[src/rtl/afifo_pkg.sv]
package afifo_pkg;
  localparam int WORD_W = 32;

  // Register word indices
  localparam logic [2:0] IDX_CFG  = 3'd0;
  localparam logic [2:0] IDX_STAT = 3'd1;
  localparam logic [2:0] IDX_IEN  = 3'd2;
  localparam logic [2:0] IDX_LVL  = 3'd3;
  localparam logic [2:0] IDX_TXD  = 3'd4;
  localparam logic [2:0] IDX_RXD  = 3'd5;

  localparam logic [WORD_W-1:0] CFG_DEFAULT = 32'h0000_4040;
  localparam logic [3:0] THR_DEFAULT = 4'd4;

  // Strobes from control to the storage datapath
  typedef struct packed {
    logic txWr;
    logic txRd;
    logic rxWr;
    logic rxRd;
  } fifoStb_t;
endpackage

[src/rtl/afifo_store.sv]
module afifo_store #(
  parameter int W = 32,
  parameter int DEPTH = 32,
  localparam int CW = $clog2(DEPTH + 1),
  localparam int PW = (DEPTH > 1) ? $clog2(DEPTH) : 1
) (
  input  logic          clk,
  input  logic          rstN,
  input  logic          wrEn,
  input  logic          rdEn,
  input  logic [W-1:0]  wrData,
  output logic [W-1:0]  headData,
  output logic [CW-1:0] count
);
  logic [W-1:0]  mem [DEPTH];
  logic [PW-1:0] wrPtr, rdPtr;

  function automatic logic [PW-1:0] nextPtr(input logic [PW-1:0] p);
    return (p == PW'(DEPTH - 1)) ? '0 : p + 1'b1;
  endfunction

  always_ff @(posedge clk) begin
    if (wrEn) mem[wrPtr] <= wrData;
  end

  always_ff @(posedge clk or negedge rstN) begin
    if (!rstN) begin
      wrPtr <= '0;
      rdPtr <= '0;
      count <= '0;
    end else begin
      if (wrEn) wrPtr <= nextPtr(wrPtr);
      if (rdEn) rdPtr <= nextPtr(rdPtr);
      case ({wrEn, rdEn})
        2'b10:   count <= count + 1'b1;
        2'b01:   count <= count - 1'b1;
        default: count <= count;
      endcase
    end
  end

  assign headData = mem[rdPtr];
endmodule

[src/rtl/afifo_dp.sv]
module afifo_dp
  import afifo_pkg::*;
#(
  parameter int DEPTH = 32,
  localparam int CW = $clog2(DEPTH + 1)
) (
  input  logic              clk,
  input  logic              rstN,
  input  fifoStb_t          stb,
  input  logic [WORD_W-1:0] busWord,
  input  logic [WORD_W-1:0] rxWord,
  output logic [WORD_W-1:0] txHead,
  output logic [WORD_W-1:0] rxHead,
  output logic [CW-1:0]     txCount,
  output logic [CW-1:0]     rxCount
);
  afifo_store #(.W(WORD_W), .DEPTH(DEPTH)) u_txq (
    .clk(clk), .rstN(rstN), .wrEn(stb.txWr), .rdEn(stb.txRd),
    .wrData(busWord), .headData(txHead), .count(txCount)
  );

  afifo_store #(.W(WORD_W), .DEPTH(DEPTH)) u_rxq (
    .clk(clk), .rstN(rstN), .wrEn(stb.rxWr), .rdEn(stb.rxRd),
    .wrData(rxWord), .headData(rxHead), .count(rxCount)
  );
endmodule

[src/rtl/afifo_ctrl.sv]
module afifo_ctrl
  import afifo_pkg::*;
#(
  parameter int DEPTH = 32,
  localparam int CW = $clog2(DEPTH + 1)
) (
  input  logic              clk,
  input  logic              rstN,
  input  logic              regWrEn,
  input  logic              regRdEn,
  input  logic [2:0]        regAddr,
  input  logic [WORD_W-1:0] regWrData,
  output logic [WORD_W-1:0] regRdData,
  input  logic              txPull,
  input  logic              txFault,
  input  logic              rxPush,
  input  logic              rxFault,
  input  logic [CW-1:0]     txCount,
  input  logic [CW-1:0]     rxCount,
  input  logic [WORD_W-1:0] txHead,
  input  logic [WORD_W-1:0] rxHead,
  output fifoStb_t          stb,
  output logic [WORD_W-1:0] txSample,
  output logic              txDmaReq,
  output logic              rxDmaReq,
  output logic [7:0]        stat,
  output logic [7:0]        ienMask
);
  logic gEn, dmaEn, txEn, rxEn;
  logic [3:0] txThr, rxThr;
  logic txHitQ, rxHitQ;
  logic txFull, txEmpty, rxFull, rxEmpty;
  logic txHit, rxHit;
  logic wrCfg, wrStat, wrIen, wrTxd, rdRxd;
  logic [7:0] events, clrMask;
  logic [3:0] txLvl, rxLvl;
  logic unusedWrBits;

  assign unusedWrBits = ^{regWrData[29:25], regWrData[23:21], regWrData[19:16],
                          regWrData[11:8]};

  assign txFull  = (txCount == CW'(DEPTH));
  assign txEmpty = (txCount == '0);
  assign rxFull  = (rxCount == CW'(DEPTH));
  assign rxEmpty = (rxCount == '0);

  assign wrCfg  = regWrEn && (regAddr == IDX_CFG);
  assign wrStat = regWrEn && (regAddr == IDX_STAT);
  assign wrIen  = regWrEn && (regAddr == IDX_IEN);
  assign wrTxd  = regWrEn && (regAddr == IDX_TXD);
  assign rdRxd  = regRdEn && (regAddr == IDX_RXD);

  always_comb begin
    stb.txWr = wrTxd && !txFull;
    stb.txRd = txPull && !txEmpty;
    stb.rxWr = rxPush && !rxFull;
    stb.rxRd = rdRxd && !rxEmpty;
  end

  assign txHit = gEn && txEn && (txCount <= CW'(txThr));
  assign rxHit = gEn && rxEn && (rxCount >= CW'(rxThr));
  assign txDmaReq = txHit && dmaEn;
  assign rxDmaReq = rxHit && dmaEn;

  always_comb begin
    events[0] = txHit && !txHitQ;
    events[1] = txPull && txEmpty;
    events[2] = wrTxd && txFull;
    events[3] = txFault;
    events[4] = rxHit && !rxHitQ;
    events[5] = rdRxd && rxEmpty;
    events[6] = rxPush && rxFull;
    events[7] = rxFault;
  end

  assign clrMask = wrStat ? regWrData[7:0] : 8'h00;

  always_ff @(posedge clk or negedge rstN) begin
    if (!rstN) begin
      gEn <= 1'b0; dmaEn <= 1'b0; txEn <= 1'b0; rxEn <= 1'b0;
      txThr <= THR_DEFAULT; rxThr <= THR_DEFAULT;
      ienMask <= '0;
      stat <= '0;
      txHitQ <= 1'b0; rxHitQ <= 1'b0;
    end else begin
      if (wrCfg) begin
        if (regWrData[31]) begin
          gEn <= 1'b1; dmaEn <= regWrData[30];
          txEn <= regWrData[24]; rxEn <= regWrData[20];
          rxThr <= regWrData[15:12]; txThr <= regWrData[7:4];
        end else begin
          gEn <= 1'b0; dmaEn <= 1'b0; txEn <= 1'b0; rxEn <= 1'b0;
          txThr <= THR_DEFAULT; rxThr <= THR_DEFAULT;
          ienMask <= '0;
        end
      end
      if (wrIen) ienMask <= regWrData[7:0];
      stat <= (stat & ~clrMask) | events;
      txHitQ <= txHit;
      rxHitQ <= rxHit;
    end
  end

  assign txLvl = (txCount > CW'(15)) ? 4'hF : txCount[3:0];
  assign rxLvl = (rxCount > CW'(15)) ? 4'hF : rxCount[3:0];

  always_comb begin
    regRdData = '0;
    unique case (regAddr)
      IDX_CFG: begin
        regRdData[31] = gEn; regRdData[30] = dmaEn;
        regRdData[24] = txEn; regRdData[20] = rxEn;
        regRdData[15:12] = rxThr; regRdData[7:4] = txThr;
      end
      IDX_STAT: regRdData[7:0] = stat;
      IDX_IEN:  regRdData[7:0] = ienMask;
      IDX_LVL:  regRdData[7:0] = {rxLvl, txLvl};
      IDX_RXD:  regRdData = rxEmpty ? '0 : rxHead;
      default:  regRdData = '0;
    endcase
  end

  assign txSample = txEmpty ? '0 : txHead;
endmodule

[src/rtl/afifo_top.sv]
module afifo_top
  import afifo_pkg::*;
#(
  parameter int DEPTH = 32
) (
  input  logic              clk,
  input  logic              rstN,
  input  logic              regWrEn,
  input  logic              regRdEn,
  input  logic [2:0]        regAddr,
  input  logic [WORD_W-1:0] regWrData,
  output logic [WORD_W-1:0] regRdData,
  input  logic              txPull,
  output logic [WORD_W-1:0] txSample,
  input  logic              txFault,
  input  logic              rxPush,
  input  logic [WORD_W-1:0] rxSample,
  input  logic              rxFault,
  output logic              txDmaReq,
  output logic              rxDmaReq,
  output logic              irq
);
  localparam int CW = $clog2(DEPTH + 1);

  fifoStb_t          stb;
  logic [CW-1:0]     txCount, rxCount;
  logic [WORD_W-1:0] txHead, rxHead;
  logic [7:0]        stat, ienMask;

  afifo_ctrl #(.DEPTH(DEPTH)) u_ctrl (
    .clk(clk), .rstN(rstN), .regWrEn(regWrEn), .regRdEn(regRdEn),
    .regAddr(regAddr), .regWrData(regWrData), .regRdData(regRdData),
    .txPull(txPull), .txFault(txFault), .rxPush(rxPush), .rxFault(rxFault),
    .txCount(txCount), .rxCount(rxCount), .txHead(txHead), .rxHead(rxHead),
    .stb(stb), .txSample(txSample), .txDmaReq(txDmaReq), .rxDmaReq(rxDmaReq),
    .stat(stat), .ienMask(ienMask)
  );

  afifo_dp #(.DEPTH(DEPTH)) u_dp (
    .clk(clk), .rstN(rstN), .stb(stb), .busWord(regWrData), .rxWord(rxSample),
    .txHead(txHead), .rxHead(rxHead), .txCount(txCount), .rxCount(rxCount)
  );

  assign irq = |(stat & ienMask);
endmodule

[config.mk]
export PLATFORM = sky130hd
export DESIGN_NAME = afifo_top
export DESIGN_NICKNAME = d
export VERILOG_FILES = /design/src/rtl/afifo_pkg.sv /design/src/rtl/afifo_store.sv /design/src/rtl/afifo_dp.sv /design/src/rtl/afifo_ctrl.sv /design/src/rtl/afifo_top.sv
export SDC_FILE = /design/constraint.sdc
export NUM_CORES = 2
export LEC_CHECK = 0
export BUFFER_PORTS_ARGS = -buffer_cell sky130_fd_sc_hd__buf_2
export CORE_MARGIN = 2
export CORE_UTILIZATION = 50
export CTS_CLUSTER_DIAMETER = 150
export DETAILED_ROUTE_END_ITERATION = 6
export HOLD_SLACK_MARGIN = 0.03
export PLACE_DENSITY = 0.77
export SLEW_MARGIN = 10
export SYNTH_ARGS = -nofsm -noshare
export SYNTH_HDL_FRONTEND = slang
export SYNTH_HIERARCHICAL = 1
export SYNTH_SLANG_ARGS = --single-unit
[constraint.sdc]
create_clock -name clk -period 4.25 [get_ports clk]
set_input_delay 0.85 -clock clk [delete_from_list [all_inputs] [get_ports clk]]
set_output_delay 0.85 -clock clk [all_outputs]
set_load 0.01 [all_outputs]
* Yosys cells after proc, flatten, opt, wreduce, memory -nomap -nowiden *
Memory sizes are Yosys's and may differ from the RTL's.
Index checks and enable logic that the tools add are counted.

cells by class
  reduce and logical (&&, ||, !) cells = 35
  order comparisons = 4
  bitwise operators = 4
  equal/unequal tests = 16
  mux-type cells = 34
  add/subtract/negate cells = 8

operators by type and width
  kind                   number
  $mux W32               2
  $mux W8                4
  $mux W5                5
  $mux W4                6
  $pmux W6 S2            2
  $logic_and A1 B1 Y1    21
  $add A5 B1 Y5 const B  4
  $eq A5 B5 Y1 const B   4
  $pmux W4 S5            1
  $and A8 B8 Y8          2
  $pmux W4 S4            1
  $add A6 B1 Y6 const B  2
  $eq A6 B6 Y1 const B   2
  $gt A6 B4 Y1 const B   2
  $logic_not A6 Y1       2
  $sub A6 B1 Y6 const B  2
  $mux W1                8
  $not A8 Y8             1
  $or A8 B8 Y8           1
  $pmux W4 S2            1
  $reduce_or A8 Y1       1
  $eq A3 B2 Y1 const B   2
  $eq A3 B3 Y1 const B   2
  $ge A6 B4 Y1           1
  12 further kinds       22

word-level totals
  memories = 2
  register bits after elaboration = 62
  input port bits = 75
  memory bits (writable) = 2,048
  logic and storage cells = 119
  output and inout port bits = 67

memories
  memory          depth  bits a word  read ports  clocked after Yosys merged registers in  write ports  RTL line           source
  u_dp.u_rxq.mem  32     32           1           0                                        1            afifo_store.sv:15  logic [W-1:0] mem [DEPTH];
  u_dp.u_txq.mem  32     32           1           0                                        1            afifo_store.sv:15

* Logic depth before layout (Yosys ltp) *
  word-level depth = 6
  mapped depth = 12
  gate-level depth less buffers = 11

* Cells and area by module *
The synthesis kept the hierarchy.

modules (own cells, without submodules)
  module                     cells each  seq. area each (um2)  area an instance (um2)  instances
  afifo_store at u_dp.u_txq  2,328       31,149.9              40,566.4                1
  afifo_store at u_dp.u_rxq  2,298       31,149.9              40,558.9                1
  afifo_ctrl                 279         753.2                 2,290.9                 1
  afifo_top                  5           0.0                   36.3                    1

* Worst setup path before layout *
OpenSTA, ideal clock, no wires.

  path kind = input to register
  start = input port regAddr[2]
  end = memory u_dp.u_txq.mem[4][0] (enable)
  slack = -0.230 ns
  path buffers = 2
  library setup time = 0.461 ns
  arrival = 4.019 ns
  cell stages on the path = 6
  path through = buf_2 nand3_1 nor2_1 clkbuf_1 nand2_1 nor3_1

RTL lines
  what                RTL line           source
  start: declaration  afifo_top.sv:10    input logic [2:0] regAddr,
  end: declaration    afifo_store.sv:15

* Worst setup path after layout *
  start = register u_dp.u_rxq.rdPtr[2]
  end = output port regRdData[6]

on the way
  word-level cells in the longest chain between the ends = 3

ends and longest elaborated chain
  what                      RTL line           source
  start: declaration        afifo_store.sv:16  logic [PW-1:0] wrPtr, rdPtr;
  start signal: assignment  afifo_store.sv:33  if (rdEn) rdPtr <= nextPtr(rdPtr);
  $mem_v2 Z32 W32           --
  named net rxHead[6]       afifo_top.sv:27    logic [WORD_W-1:0] txHead, rxHead;
  $mux W32                  afifo_ctrl.sv:118  IDX_RXD: regRdData = rxEmpty ? '0 : rxHead;
  $pmux W4 S5               afifo_ctrl.sv:109  unique case (regAddr)
  end: declaration          afifo_top.sv:12    output logic [WORD_W-1:0] regRdData,

The timed path passes the listed nets, and every way through them passes these cells.

==> results.json <==
{
  "route.detailed.drc": 0,
  "clk_pin_slew_worst_paths_ns": 0.06,
  "slowest_delay_ns": 0.50,
  "avgSynthCellArea_um2": 17.00,
  "tightest_slew_ns": 1.158,
  "cp.required_ns": 3.40,
  "yosysSeqAreaShare_pct": 75.56,
  "antenna_found_initial": 33,
  "clock_path_buffers": 3,
  "rows": 149,
  "ioPinCount": 142,
  "relSlewSlack_pct": 22.79,
  "layout.nets": 5287,
  "ir_worst_vdd_mv": 0.4909,
  "tritoncts": "built",
  "report.final.slew_viol_count": 0,
  "r2r_setup_slack_ns": 0.70,
  "syn_area_um2": 83450,
  "crit_top_cell": "nand4_1",
  "yosys.area_share.xor_xnor_pct": 0.1259,
  "maxCapViolCount": 0,
  "end_kind": "primary output",
  "die_y_um": 412.5,
  "max_freq_ghz": 0.2299,
  "power.total_w": 0.05692,
  "ys_ff_latch": 2110,
  "vias_per_cell": 6.250,
  "grt_first_pass_wirelength_um": 307700,
  "p_per_area_nw_per_um2": 598.6,
  "drive_gt1_share_pct": 14.83,
  "dpl.hpwl_um": 116800,
  "fin_crit_sh_pct": 102.4,
  "grt-ovfl-total": 0,
  "setup_viol": 3,
  "fin_area_um2": 95090,
  "ys.flop_type": "edfxtp_1",
  "syn_inst": 4910,
  "synthSimpleGateAreaFrac_pct": 4.835,
  "numCtsBuffers": 202,
  "htreeDepth": 4,
  "fill_cells": 11904,
  "place.gp.congestion": 0.8686,
  "wl_per_cell_um": 28.55,
  "initial_core_util_pct": 50.47,
  "status": "finished with violations",
  "synth_warnings": 6,
  "synthArstFlopShare_pct": 2.938,
  "vias": 47154,
  "setup_tns_ns": -0.2851,
  "muxShareOfSynthArea_pct": 12.45,
  "grt_max_degree": 73,
  "synth_top_family_by_area": "multiplexers",
  "holdCritPathClass": "input port to async pin",
  "synth_fp_nets": 5013,
  "io_buffers": 141,
  "grt_pass1_vias": 46021,
  "first_pass_iters": 6,
  "area.growth.synth_to_final_pct": 13.94,
  "synthAdderAreaFrac_pct": 0.4198,
  "dieArea_um2": 170200,
  "crit_buf_inv": 2,
  "wl_um": 215400,
  "clk_latency_ns": 0.84,
  "r2r-start": "u_dp/u_txq/count[1]",
  "reg2reg_depth": 10,
  "post_dp_cell_area_um2": 88380,
  "hold_violations": 0,
  "cp_cell_sequence": "and2_4 > buf_12 > a22oi_1 > nand3_1 > nand4_1 > nand2_1 > nand4_1 > buf_2",
  "startpoint_type": "flop",
  "yosysUniqueCellTypes": 66,
  "post-route-util_pct": 57.50,
  "p_leak_nw": 32.70,
  "crit_family": "simple AND/OR/NAND/NOR gates",
  "violations": "setup timing",
  "arrival_ns": 3.50,
  "cts-root-buf": "clkbuf_16",
  "skew_ns": 0.03650,
  "cts_num_sinks": 2110,
  "hold_buffers": 0,
  "path_class": "flop to primary output",
  "synth-edff-count": 2048,
  "grtUsageTotal_pct": 24.82,
  "synth_compound_area_share_pct": 4.954,
  "dp_cells": 7149,
  "die_x_um": 412.5,
  "final_cells": 7545,
  "rsz0062_at_grt": "true",
  "setup_slack_ns": -0.1002,
  "mostFrequentLayoutCell": "edfxtp_1",
  "drt_iter0_markers": 6370,
  "postRouteAntennaNets": 0,
  "cp_slowest_cell": "dfrtp_2",
  "crit_fanout": 32,
  "timing.rr.end": "u_dp/u_txq/count[4]",
  "most-common-layout-cells": "edfxtp_1, mux2i_1, a22oi_1, nand3_1, nand2_1",
  "period_minus_slack_ns": 4.350,
  "design.core.area_um2": 165400
}
## per-stage QoR
| step | hold WS (ns) | setup WS (ns) |
|---|---|---|
| floorplan | 0.4097 | -0.2304 |
| global placement | 0.4193 | 0.4911 |
| detailed placement | 0.4519 | 0.4769 |
| CTS | 0.2135 | 0.0006859 |
| global route | 0.2855 | -0.1147 |
| finish | 0.2177 | -0.1002 |
## power breakdown
group          leakage (nW)  switching [W]  total [W]  internal [W]
combinational          10.5        0.00950     0.0158       0.00629
clock                  3.06        0.00764     0.0169       0.00928
sequential             19.2       0.000634     0.0242        0.0236
## kinds of logic (layout without fill, tap and decap cells)
group,Yosys count,after routing
muxes,1037,1037
and+or+nand+nor,795,796
adders and majority gates,28,28
buffers and inverters,312,747
AOI/OAI and AO/OA,616,616
xor gates and xnor gates,12,12
DFF,2110,2110
other,0,10
## layer usage
layer	track usage, %	wire length, µm	part of all wire, %	vias up
li1	-	-	-	20000
met1	32.21	80080	37	23728
met4	9.967	8674	4.0	14
met2	40.26	102900	48	2862
met5	0	103	0.048	-
met3	6.069	23620	11	550
## repair_timing
action / in CTS / in global routing
buffers inserted: 8 / 5
gates resized for setup: 15 / 19
pin swaps: 4 / 7
cloned: 4 / 5
setup endpoints to repair: 51 / 19
## final cells by class
type	instances	area (µm²)	area share, %
diodes	10	25.02	0.02632
clock buffers	243	5261	5.533
clock inverters	123	983.4	1.034
inverters	24	90.09	0.09474
multi-input cells	2489	19640	20.65
flip-flops and latches	2110	63060	66.32
well taps	2189	2739	2.880
repair buffers	357	3288	3.458
## worst register-to-register path, cell delays in order (launching register included)
cell,delay (ns)
dfrtp_1,0.50
or4_4,0.56
or2_4,0.48
and2_2,0.38
ha_1,0.33
xor2_1,0.21
ha_1,0.24
a211o_1,0.27
and4_1,0.19
a31oi_1,0.17
xnor2_1,0.14
## state kept, by name, indices dropped and copies added (netlist names), 6 cells and up
register,flops
u_dp/u_rxq/mem,1024
u_dp/u_txq/count,6
u_dp/u_txq/mem,1024
u_ctrl/stat,8
u_dp/u_rxq/count,6
u_ctrl/ienMask,8
## synth_stat cells (3+ instances only)
cell type | n | share of area [%]
edfxtp_1 | 2048 | 74
mux2i_1 | 1028 | 12
a22oi_1 | 366 | 3.3
nand3_1 | 265 | 1.6
nand2_1 | 233 | 1.0
a21oi_1 | 175 | 1.0
buf_2 | 134 | 0.80
clkbuf_1 | 126 | 0.57
nand4_1 | 74 | 0.55
nor2_1 | 63 | 0.28
dfrtp_1 | 60 | 1.8
o21ai_0 | 33 | 0.20
ha_1 | 28 | 0.42
nor3_1 | 27 | 0.16
and2_4 | 26 | 0.27
and2_1 | 24 | 0.18
inv_1 | 24 | 0.11
buf_1 | 21 | 0.094
nand3b_1 | 14 | 0.13
nand2b_1 | 13 | 0.097
a22o_1 | 9 | 0.094
mux2_2 | 9 | 0.12
nor2b_1 | 8 | 0.060
nor3b_1 | 7 | 0.063
or3_1 | 7 | 0.052
xnor2_1 | 7 | 0.073
a21o_1 | 5 | 0.045
buf_6 | 5 | 0.067
or2_2 | 5 | 0.037
xor2_1 | 5 | 0.052
and2_2 | 4 | 0.036
and3_1 | 4 | 0.030
o22ai_1 | 4 | 0.030
a211o_1 | 3 | 0.031
a31oi_1 | 3 | 0.022
nand4b_1 | 3 | 0.031
## how the worst max path moves through the flow
stage | from | to | slack [ns] | cells past startpoint
finish | u_dp/u_rxq/rdPtr[2] | regRdData[6] | -0.10 | 8
global route | u_dp/u_rxq/rdPtr[2] | regRdData[4] | -0.11 | 8
CTS | u_dp/u_rxq/rdPtr[2] | regRdData[10] | 0.0007 | 8
detailed placement | regAddr[1] | regRdData[4] | 0.48 | 5
global placement | regAddr[1] | regRdData[4] | 0.49 | 5
floorplan | regAddr[2] | u_dp/u_txq/mem[4][0] | -0.23 | 6
Power figures use the tool's default switching activity.
